File: src/rtl/trip_pkg.sv
package trip_pkg;
  localparam int RES_W = 3;
  localparam logic [RES_W-1:0] RES_NONE = 3'b011;

  typedef enum logic [1:0] {
    ST_IDLE,
    ST_RD_ID,
    ST_RD_CMP,
    ST_WR_DIR
  } trip_state_e;
endpackage

File: src/rtl/trip_decide.sv
module trip_decide
  import trip_pkg::*;
(
  input  logic             id_bit,
  input  logic             cmp_bit,
  input  logic             dir_req,
  output logic             no_slave,
  output logic             wr_dir,
  output logic [RES_W-1:0] code
);
  always_comb begin
    no_slave = id_bit & cmp_bit;
    // differing bits force the branch; equal zeros take the request
    wr_dir   = (id_bit ^ cmp_bit) ? id_bit : dir_req;
    code     = no_slave ? RES_NONE : {wr_dir, cmp_bit, id_bit};
  end
endmodule

File: src/rtl/trip_slot_if.sv
module trip_slot_if (
  input  logic clk,
  input  logic rst,
  input  logic issue_i,
  input  logic issue_wr_i,
  input  logic issue_bit_i,
  output logic req_o,
  output logic wr_o,
  output logic wdat_o,
  input  logic ack_i,
  input  logic rdat_i,
  input  logic fail_i,
  output logic fin_o,
  output logic fin_bit_o,
  output logic fin_err_o
);
  always_ff @(posedge clk) begin
    if (rst) begin
      req_o     <= 1'b0;
      wr_o      <= 1'b0;
      wdat_o    <= 1'b0;
      fin_o     <= 1'b0;
      fin_bit_o <= 1'b0;
      fin_err_o <= 1'b0;
    end else begin
      fin_o <= 1'b0;
      if (issue_i) begin
        req_o  <= 1'b1;
        wr_o   <= issue_wr_i;
        wdat_o <= issue_bit_i;
      end else if (req_o && (ack_i || fail_i)) begin
        req_o     <= 1'b0;
        fin_o     <= 1'b1;
        fin_bit_o <= rdat_i;
        fin_err_o <= fail_i;
      end
    end
  end


  hold_req_chk: assert property (@(posedge clk) disable iff (rst)
    (req_o && !ack_i && !fail_i) |=> (req_o && $stable(wr_o) && $stable(wdat_o)));


  no_reissue_chk: assert property (@(posedge clk) disable iff (rst)
    issue_i |-> !req_o);
endmodule

File: src/rtl/trip_ctrl.sv
module trip_ctrl
  import trip_pkg::*;
(
  input  logic             clk,
  input  logic             rst,
  input  logic             start_i,
  input  logic             dir_i,
  input  logic             fin_i,
  input  logic             fin_bit_i,
  input  logic             fin_err_i,
  output logic             issue_o,
  output logic             issue_wr_o,
  output logic             issue_bit_o,
  output logic             busy_o,
  output logic             done_o,
  output logic             err_o,
  output logic [RES_W-1:0] result_o
);
  trip_state_e      st;
  logic             id_q;
  logic             dir_q;
  logic [RES_W-1:0] pend_q;
  logic             no_slave;
  logic             wr_dir;
  logic [RES_W-1:0] code;

  trip_decide u_decide (
    .id_bit   (id_q),
    .cmp_bit  (fin_bit_i),
    .dir_req  (dir_q),
    .no_slave (no_slave),
    .wr_dir   (wr_dir),
    .code     (code)
  );

  always_comb begin
    issue_o     = 1'b0;
    issue_wr_o  = 1'b0;
    issue_bit_o = 1'b0;
    case (st)
      ST_IDLE:   issue_o = start_i;
      ST_RD_ID:  issue_o = fin_i && !fin_err_i;
      ST_RD_CMP: begin
        issue_o     = fin_i && !fin_err_i && !no_slave;
        issue_wr_o  = 1'b1;
        issue_bit_o = wr_dir;
      end
      default: ;
    endcase
  end

  always_ff @(posedge clk) begin
    if (rst) begin
      st       <= ST_IDLE;
      busy_o   <= 1'b0;
      done_o   <= 1'b0;
      err_o    <= 1'b0;
      result_o <= '0;
      id_q     <= 1'b0;
      dir_q    <= 1'b0;
      pend_q   <= '0;
    end else begin
      done_o <= 1'b0;
      case (st)
        ST_IDLE: if (start_i) begin
          busy_o <= 1'b1;
          dir_q  <= dir_i;
          st     <= ST_RD_ID;
        end
        ST_RD_ID: if (fin_i) begin
          if (fin_err_i) begin
            st <= ST_IDLE; busy_o <= 1'b0; done_o <= 1'b1;
            err_o <= 1'b1; result_o <= RES_NONE;
          end else begin
            id_q <= fin_bit_i;
            st   <= ST_RD_CMP;
          end
        end
        ST_RD_CMP: if (fin_i) begin
          if (fin_err_i || no_slave) begin
            st <= ST_IDLE; busy_o <= 1'b0; done_o <= 1'b1;
            err_o <= fin_err_i; result_o <= RES_NONE;
          end else begin
            pend_q <= code;
            st     <= ST_WR_DIR;
          end
        end
        ST_WR_DIR: if (fin_i) begin
          st <= ST_IDLE; busy_o <= 1'b0; done_o <= 1'b1;
          err_o    <= fin_err_i;
          result_o <= fin_err_i ? RES_NONE : pend_q;
        end
        default: st <= ST_IDLE;
      endcase
    end
  end


  done_pulse_chk: assert property (@(posedge clk) disable iff (rst)
    done_o |=> !done_o);


  done_idle_chk: assert property (@(posedge clk) disable iff (rst)
    done_o |-> !busy_o);


  abort_code_chk: assert property (@(posedge clk) disable iff (rst)
    (done_o && err_o) |-> (result_o == RES_NONE));


  ignore_start_chk: assert property (@(posedge clk) disable iff (rst)
    (busy_o && start_i) |=> $stable(dir_q));
endmodule

File: src/rtl/trip_search_seq.sv
module trip_search_seq
  import trip_pkg::*;
(
  input  logic             clk,
  input  logic             rst,
  input  logic             start_i,
  input  logic             dir_i,
  output logic             busy_o,
  output logic             done_o,
  output logic             err_o,
  output logic [RES_W-1:0] result_o,
  output logic             slot_req_o,
  output logic             slot_wr_o,
  output logic             slot_wdat_o,
  input  logic             slot_ack_i,
  input  logic             slot_rdat_i,
  input  logic             slot_fail_i
);
  logic issue, issue_wr, issue_bit;
  logic fin, fin_bit, fin_err;

  trip_ctrl u_ctrl (
    .clk         (clk),
    .rst         (rst),
    .start_i     (start_i),
    .dir_i       (dir_i),
    .fin_i       (fin),
    .fin_bit_i   (fin_bit),
    .fin_err_i   (fin_err),
    .issue_o     (issue),
    .issue_wr_o  (issue_wr),
    .issue_bit_o (issue_bit),
    .busy_o      (busy_o),
    .done_o      (done_o),
    .err_o       (err_o),
    .result_o    (result_o)
  );

  trip_slot_if u_slot (
    .clk         (clk),
    .rst         (rst),
    .issue_i     (issue),
    .issue_wr_i  (issue_wr),
    .issue_bit_i (issue_bit),
    .req_o       (slot_req_o),
    .wr_o        (slot_wr_o),
    .wdat_o      (slot_wdat_o),
    .ack_i       (slot_ack_i),
    .rdat_i      (slot_rdat_i),
    .fail_i      (slot_fail_i),
    .fin_o       (fin),
    .fin_bit_o   (fin_bit),
    .fin_err_o   (fin_err)
  );


  req_in_run_chk: assert property (@(posedge clk) disable iff (rst)
    slot_req_o |-> busy_o);
endmodule

File: config.mk
export PLATFORM = sky130hd
export DESIGN_NAME = trip_search_seq
export DESIGN_NICKNAME = d
export VERILOG_FILES = /design/src/rtl/trip_pkg.sv /design/src/rtl/trip_decide.sv /design/src/rtl/trip_slot_if.sv /design/src/rtl/trip_ctrl.sv /design/src/rtl/trip_search_seq.sv
export SDC_FILE = /design/constraint.sdc
export NUM_CORES = 1
export LEC_CHECK = 0
export BUFFER_PORTS_ARGS = -buffer_cell sky130_fd_sc_hd__buf_4
export CORE_ASPECT_RATIO = 0.75
export CORE_MARGIN = 1.5
export CORE_UTILIZATION = 40
export CTS_BUF_LIST = sky130_fd_sc_hd__clkbuf_16
export CTS_CLUSTER_DIAMETER = 60
export DETAILED_ROUTE_END_ITERATION = 10
export PLACE_DENSITY_LB_ADDON = 0.05
export SLEW_MARGIN = 20
export SYNTH_ARGS = -nofsm -noshare
export SYNTH_HDL_FRONTEND = slang
export SYNTH_SLANG_ARGS = --single-unit
File: constraint.sdc
create_clock -name clk -period 2.07 [get_ports clk]
set_input_delay 0.207 -clock clk [delete_from_list [all_inputs] [get_ports clk]]
set_output_delay 0.207 -clock clk [all_outputs]
set_load 0.005 [all_outputs]
# [Yosys cells after proc, flatten, opt, wreduce, memory -nomap -nowiden]
# Cells that the tools add are included.
[word_totals] wordCells=87 inputBits=7 register_bits=19 out_inout_bits=9
[classes] eq_ne=9 n_bitwise=5 n_reduce_logical=18 mux=41
[op_table] op="2-to-1 mux 1 bit" count=22
[op_table] op="2-to-1 mux 3 bit" count=7
[op_table] op="2-to-1 mux 2 bit" count=6
[op_table] op="AND reduction 6 bit" count=2
[op_table] op="inequality test 2 x 1 -> 1 bit (second input constant)" count=5
[op_table] op="case mux 1 bit (3 select lines)" count=3
[op_table] op="case mux 3 bit (3 select lines)" count=1
[op_table] op="case mux 2 bit (4 select lines)" count=1
[op_table] op="AND reduction 3 bit" count=2
[op_table] op="== test 2 bit (second input constant)" count=2
[op_table] op="case mux 1 bit (4 select lines)" count=1
[op_table] op="AND reduction 2 bit" count=2
[op_table] op="AND reduction 4 bit" count=1
[op_table] op="logical AND 1 bit" count=3
[op_table] op="NOT 1 bit" count=3
[op_table] op="nonzero test 3 bit" count=1
[op_table] op="== test 2 x 1 -> 1 bit (second input constant)" count=1
[op_table] op="zero test 1 bit" count=2
[op_table] op="zero test 2 bit" count=1
[op_table] op="logical OR 1 bit" count=2
[op_table] op="inequality test 2 bit (second input constant)" count=1
[op_table] op="nonzero test 2 bit" count=1
[op_table] op="OR reduction 2 bit" count=1
[op_table] op="bitwise AND 1 bit" count=1
[op_table] op="XOR 1 bit" count=1

# [Logic depth before layout (Yosys ltp)]
# Gate-level depths: netlist (run 1).
[depth] word_depth=6 ltp_mapped=6 depth_no_buf=6

# [Modules after synthesis]
# From an unflattened synthesis (run 1), not the netlist that was laid out.
[unflattened] cells_unflattened=105 hier_area_um2=947.2
[by_module_without_submodules] module="trip_ctrl" area_each_um2=674.4 cells_each=78 instances=1 seq_area_each_um2=260.2
[by_module_without_submodules] module="trip_slot_if" area_each_um2=219.0 cells_each=22 instances=1 seq_area_each_um2=120.1
[by_module_without_submodules] module="trip_decide" area_each_um2=53.8 cells_each=5 instances=1 seq_area_each_um2=0.0

# [Worst setup path after synthesis (run 1)]
# Ideal clock, no wire load.
[synth_path] kind="register to register" startpoint="reg u_ctrl.st[1]" endpoint="reg u_ctrl.result_o[1]" path_stages_with_launch=7 slack_ns=0.539 t_arrival_ns=1.401 required_time_ns=1.940 n_path_buf=0 setup_ns=0.130 synth_period_minus_slack_ns=1.531 path_cell_list="dfxtp_1 > inv_1 > ha_1 > nor3_2 > o2111a_2 > and4bb_1 > nor3_2"
[synth_between] elab_chain_cells=3 elab_cells_between_ends=11 classes_between="8 x eq/ne; 1 x mux; 2 x reduce/logical"
[synth_lines] element="start: declaration" line="trip_ctrl.sv:19" text="trip_state_e st;"
[synth_lines] element="start signal: assignment" line="trip_ctrl.sv:54" text="st <= ST_IDLE;"
[synth_lines] element="start signal: assignment" line="trip_ctrl.sv:68" text="st <= ST_RD_ID;"
[synth_lines] element="start signal: assignment" line="trip_ctrl.sv:72" text="st <= ST_IDLE; busy_o <= 1'b0; done_o <= 1'b1;"
[synth_lines] element="== test 2 bit or == test 2 x 1 -> 1 bit (tied branches)" line="trip_ctrl.sv:64" text="case (st)"
[synth_lines] element="inequality test 2 x 1 -> 1 bit (no line) or nonzero test 3 bit (tied branches)"
[synth_lines] element="AND reduction 6 bit (no line)"
[synth_lines] element="end signal: assignment" line="trip_ctrl.sv:91" text="result_o <= fin_err_i ? RES_NONE : pend_q;"
[synth_lines] element="end: declaration" line="trip_ctrl.sv:17" text="output logic [RES_W-1:0] result_o"
# Several ways; a longest one is shown, not always the timed one.
# A chain may end at the register's enable or synchronous reset.

# [Worst setup path after layout (run 1)]
[layout_path] startpoint="reg u_ctrl.st[1]" endpoint="reg u_ctrl.result_o[0]"
# The elaborated chain is that of the path after synthesis.

==> impl_metrics.json, run 1 <==
{
  "whs_path_depth": 4,
  "final_nets": 135,
  "hold_ws_ns": 0.2206,
  "vdd_drop_max_mv": 0.5291,
  "fin_cells": 154,
  "clock_sinks": 19,
  "root_buffer": "clkbuf_16",
  "vias_per_cell": 4.961,
  "final_cell_mix": "dfxtp_1 (19), buf_4 (15), nor2_1 (12), nand2b_1 (10)",
  "first_iter_violations": 21,
  "drive_above_1_share_pct": 23.33,
  "ys_seq_area_share_pct": 38.48,
  "required_ns": 2.20,
  "grt_pass1_wl_mm": 3.374,
  "p_sw_share_pct": 31.46,
  "routabilityCongestion": 0.6954,
  "finalWorstSetupSlack_ns": 0.3571,
  "power_frac_comb_pct": 31.7,
  "maxSlewHeadroom_pct": 77.26,
  "maxCapViolations": 0,
  "p_per_area_nw_per_um2": 1045,
  "cts_resized": 0,
  "routed_wl_mm": 1.976,
  "crit_arrival_ns": 1.85,
  "synthCells": 104,
  "switching_power_uw": 396.0,
  "wire_per_inst_um": 12.83,
  "fill_cells": 242,
  "setup-tns-final_ns": 0,
  "final_cell_area_sq_um": 1205,
  "vias": 764,
  "postCtsHoldBufs": 0,
  "ios": 16,
  "ys_ff_latch": 19,
  "synth_cell_types": 28,
  "syn-cell-area_sq_um": 988.4,
  "crit_fanout": 7,
  "worst-setup-path-type": "register to register",
  "htree_levels": 1,
  "pwr-share-clk_pct": 31.6,
  "yosysWarnings": 0,
  "finalSetupViolCount": 0,
  "cts_tree": "built",
  "dieHeight_um": 46.05,
  "regArea_sq_um": 380.4,
  "fin_crit_sh_pct": 82.75,
  "rsz0062_at_grt": "false",
  "cts_buffers": 3,
  "dp_hpwl_mm": 1.456,
  "synth_area_per_cell_sq_um": 9.504,
  "design.core.area_sq_um": 2327,
  "insertion_delay_ns": 0.25,
  "dr.pass1.iters": 4,
  "grt_overflow": 0,
  "rows": 15,
  "fin_crit_ns": 1.713,
  "die_w_um": 60.40,
  "post-route-drc-count": 0,
  "critPathCaptureType": "register",
  "status": "completed",
  "post_cts_buffers": 0,
  "final_antenna_net_count": 0,
  "grt_max_degree": 25,
  "multi_input_area_sq_um": 563.0,
  "p_int_uw": 862.7,
  "maxSlewViolCount": 0,
  "post_dp_cell_area_sq_um": 1125,
  "grt_pass1_vias": 736,
  "track_usage_pct": 17.04,
  "worst_pin_slew_ns": 0.3411,
  "clkTransAtPathRegs_ns": 0.05,
  "hold_path.class": "input pin to register",
  "power_leakage_nw": 0.4883,
  "fin_skew_ns": 0.001904,
  "crit_path_start_kind": "register",
  "grt_antenna_before_repair": 0,
  "port_buffers": 15,
  "synth_nets": 118,
  "clock_path_buffers": 2,
  "seq_power_share_pct": 36.8,
  "syn2layout_area_growth_pct": 21.90,
  "diodes": 0,
  "clock.fmax_mhz": 583.8,
  "totalPowerFinal_mw": 1.259,
  "final_common_cell": "dfxtp_1",
  "reg_top3": "u_ctrl.pend_q (3), u_ctrl.result_o (3), u_ctrl.st (2)",
  "pre_cts_slack_ns": 0.3708,
  "die_area_sq_um": 2781,
  "initial_core_util_pct": 42.47,
  "final_core_util_pct": 51.77,
  "reg2regPathDepth": 6,
  "dp_cells": 150,
  "final-hold-violation-count": 0
}
[worst max-delay path, cell delays in order (launching register included)]
cell and delay (ns):
dfxtp_1 0.40, inv_1 0.11, ha_1 0.24, nor3_2 0.29, o2111a_2 0.29, and4bb_1 0.23, nor3_2 0.04
[cell usage after synthesis, drive strengths merged]
master / instances / area [sq um]
nand3b: 1 / 7.510
nor2b: 1 / 6.260
dfxtp: 19 / 380.4
a21oi: 7 / 35.03
inv: 7 / 26.28
nand2: 4 / 15.01
o21ai: 4 / 20.02
a21o: 1 / 7.510
clkbuf: 2 / 7.510
o32ai: 1 / 8.760
mux2i: 7 / 70.07
or2: 1 / 6.260
a211oi: 3 / 35.03
ha: 7 / 87.58
buf: 1 / 11.26
and4bb: 2 / 25.02
o22ai: 1 / 12.51
nor3: 4 / 40.04
nand4b: 1 / 8.760
or3b: 1 / 8.760
o41ai: 2 / 17.52
nand2b: 11 / 76.32
nand3: 1 / 5.000
o2111a: 1 / 12.51
nor4: 2 / 12.51
nor2: 12 / 45.04
[per-layer routing]
layer  GRT usage (%)  share of wire (%)  vias up
met5               0                  0        -
met4           4.000               0.61        0
met3           5.899                4.8        2
met2           25.87                 44       18
met1           23.33                 51      350
li1                -                  -      394
[power by group through the flow]
stage,sequential [mW],combinational [mW],clock [mW]
after floorplan,0.466,0.275,0
after global placement,0.469,0.392,0
after detailed placement,0.472,0.399,0
after CTS,0.464,0.401,0.414
after global routing,0.470,0.452,0.430
final,0.463,0.398,0.398
[area by class of cell]
type                    count  area share [%]
clock buffers               3           6.231
clock inverters             1          0.4154
inverters                   7           2.181
multi-input cells          75           46.73
flip-flops and latches     19           31.57
well taps                  34           3.531
repair buffers             15           9.346
[kinds of logic (layout without fill, tap and decap cells)]
| logic type | Yosys count | count (layout) | share of synthesized area, % |
|---|---|---|---|
| simple gates | 41 | 41 | 25.95 |
| mux | 7 | 7 | 7.089 |
| flops | 19 | 19 | 38.48 |
| compound gates | 20 | 20 | 15.06 |
| buf+inv | 10 | 26 | 4.558 |
| fa+ha+maj | 7 | 7 | 8.860 |
[final timing paths]
check | end | from | slack (ns)
worst min-delay path | u_slot.req_o | slot_ack_i | 0.22
worst min register to register | u_ctrl.result_o[2] | u_ctrl.result_o[2] | 0.47
worst max register to register | u_ctrl.result_o[0] | u_ctrl.st[1] | 0.36
worst max-delay path | u_ctrl.result_o[0] | u_ctrl.st[1] | 0.36
Note: power is estimated with default switching activity, not from simulation.
==> inputs of run 2 (changes only) <==
- clock period: 2.07 -> 1.62 ns (I/O delays scaled with it)
==> impl_metrics.json, run 2 (synthesized netlist as in run 1, its figures left out) <==
{
  "status": "completed",
  "root_buffer": "clkbuf_16",
  "drive_above_1_share_pct": 32.00,
  "final_common_cell": "buf_4",
  "fin_skew_ns": 0.003751,
  "use_met2_pct": 23.91,
  "htree_levels": 1,
  "max_stage_delay_ns": 0.35,
  "grt_use_met1_pct": 22.41,
  "wire_per_inst_um": 12.40,
  "reg_top3": "u_ctrl.pend_q (3), u_ctrl.result_o (3), u_ctrl.st (2)",
  "hold_path.class": "input pin to register",
  "post_dp_cell_area_sq_um": 1155,
  "totalPowerFinal_mw": 1.706,
  "fin_crit_sh_pct": 96.09,
  "vias_per_cell": 4.899,
  "p_per_area_nw_per_um2": 1333,
  "vias": 779,
  "final_antenna_net_count": 0,
  "crit_arrival_ns": 1.74,
  "routabilityCongestion": 0.7382,
  "final_cell_area_sq_um": 1280,
  "dr.pass1.iters": 4,
  "clock_sinks": 19,
  "first_iter_violations": 28,
  "maxSlewViolCount": 0,
  "worst_pin_slew_ns": 0.3579,
  "power_leakage_nw": 0.5208,
  "grt_max_degree": 25,
  "ios": 16,
  "grt_antenna_before_repair": 0,
  "final-hold-violation-count": 0,
  "fill_cells": 226,
  "design.core.area_sq_um": 2327,
  "clock.fmax_mhz": 642.4,
  "crit_path_start_kind": "register",
  "grt_use_met3_pct": 5.056,
  "required_ns": 1.80,
  "port_buffers": 15,
  "crit_slowest_cell": "or3b_1",
  "final_cell_mix": "buf_4 (20), dfxtp_1 (17), nor2_1 (11), nand2b_1 (9)",
  "fin_crit_ns": 1.557,
  "syn2layout_area_growth_pct": 29.49,
  "grt_busiest_layer": "met2",
  "pre_cts_slack_ns": -0.01805,
  "track_usage_pct": 16.17,
  "worst-setup-path-type": "register to register",
  "cts_tree": "built",
  "vdd_drop_max_mv": 0.6305,
  "insertion_delay_ns": 0.25,
  "finalSetupViolCount": 0,
  "clock_path_buffers": 2,
  "dieHeight_um": 46.05,
  "whs_path_depth": 3,
  "clkTransAtPathRegs_ns": 0.06,
  "maxCapViolations": 0,
  "path_cells": "inv_2, ha_4, or3b_1, o2111a_2, and4bb_1, nor3_2",
  "rsz0062_at_grt": "false",
  "grt_pass1_vias": 689,
  "grt_pass1_wl_mm": 3.187,
  "routed_wl_mm": 1.971,
  "final_nets": 140,
  "crit_fanout": 7,
  "maxSlewHeadroom_pct": 76.05,
  "cts_buffers": 3,
  "finalWorstSetupSlack_ns": 0.06339,
  "rows": 15,
  "reg2regPathDepth": 6,
  "diodes": 0,
  "dp_hpwl_mm": 1.457,
  "grt_overflow": 0,
  "initial_core_util_pct": 42.47,
  "die_w_um": 60.40,
  "die_area_sq_um": 2781,
  "post-route-drc-count": 0,
  "critPathCaptureType": "register"
}
==> run 2: cell types whose count changed in the layout (fill, tap and decap cells not counted), sizes merged <==
cell  before  now
buf       15   20
==> run 2: power breakdown <==
group	total, mW	internal [mW]	switching, mW
Combinational	0.596	0.281	0.315
Clock	0.513	0.331	0.182
Sequential	0.598	0.545	0.0529
==> run 2: area by class of cell <==
class	instances	area, sq um	share of cell area (%)
inverters	7	26.28	2.053
clock buffers	3	75.07	5.865
clock inverters	1	5.005	0.3910
well taps	34	42.54	3.324
flip-flops and latches	19	385.4	30.11
multi-input cells	75	595.6	46.53
repair buffers	20	150.1	11.73
==> run 2: critical path: cells and delay by family, from the launching register on <==
family | cells | cell delay (ns)
adder cells (fa/ha/maj) | 1 | 0.16
AO/OA/AOI/OAI | 1 | 0.20
buffers and inverters | 1 | 0.12
flip-flops | 1 | 0.33
AND/OR/NAND/NOR | 3 | 0.67
==> run 2: final timing paths <==
| kind | end | from | slack [ns] |
|---|---|---|---|
| setup / recovery | u_ctrl.result_o[1] | u_ctrl.st[0] | 0.06 |
| setup reg to reg | u_ctrl.result_o[1] | u_ctrl.st[0] | 0.06 |
| hold / removal | u_ctrl.dir_q | dir_i | 0.17 |
| hold reg to reg | u_ctrl.result_o[2] | u_ctrl.result_o[2] | 0.47 |
==> run 2: routing by layer <==
layer,part of all wire [%],wire (um)
met1,50,988
met2,43,839
met3,6.1,120
met4,1.2,23
met5,0,0
==> run 2: repair_timing <==
item / 4_1_cts / 5_1_grt
hold buffers: 0 / 0
pin swaps: 0 / 2
endpoints found under the setup margin: 2 / 12
setup buffers: 0 / 1
resized for setup: 1 / 10
==> run 2: stage by stage <==
stage	TNS (ns)	hold WS, ns	std cells	util [%]
global placement	0	0.4320	154	49.62
finish	0	0.1730	159	55.00
global route	0	0.1978	159	55.00
CTS	0	0.1745	158	53.06
detailed placement	-0.02561	0.4394	154	49.62
floorplan	0	0.3095	104	-
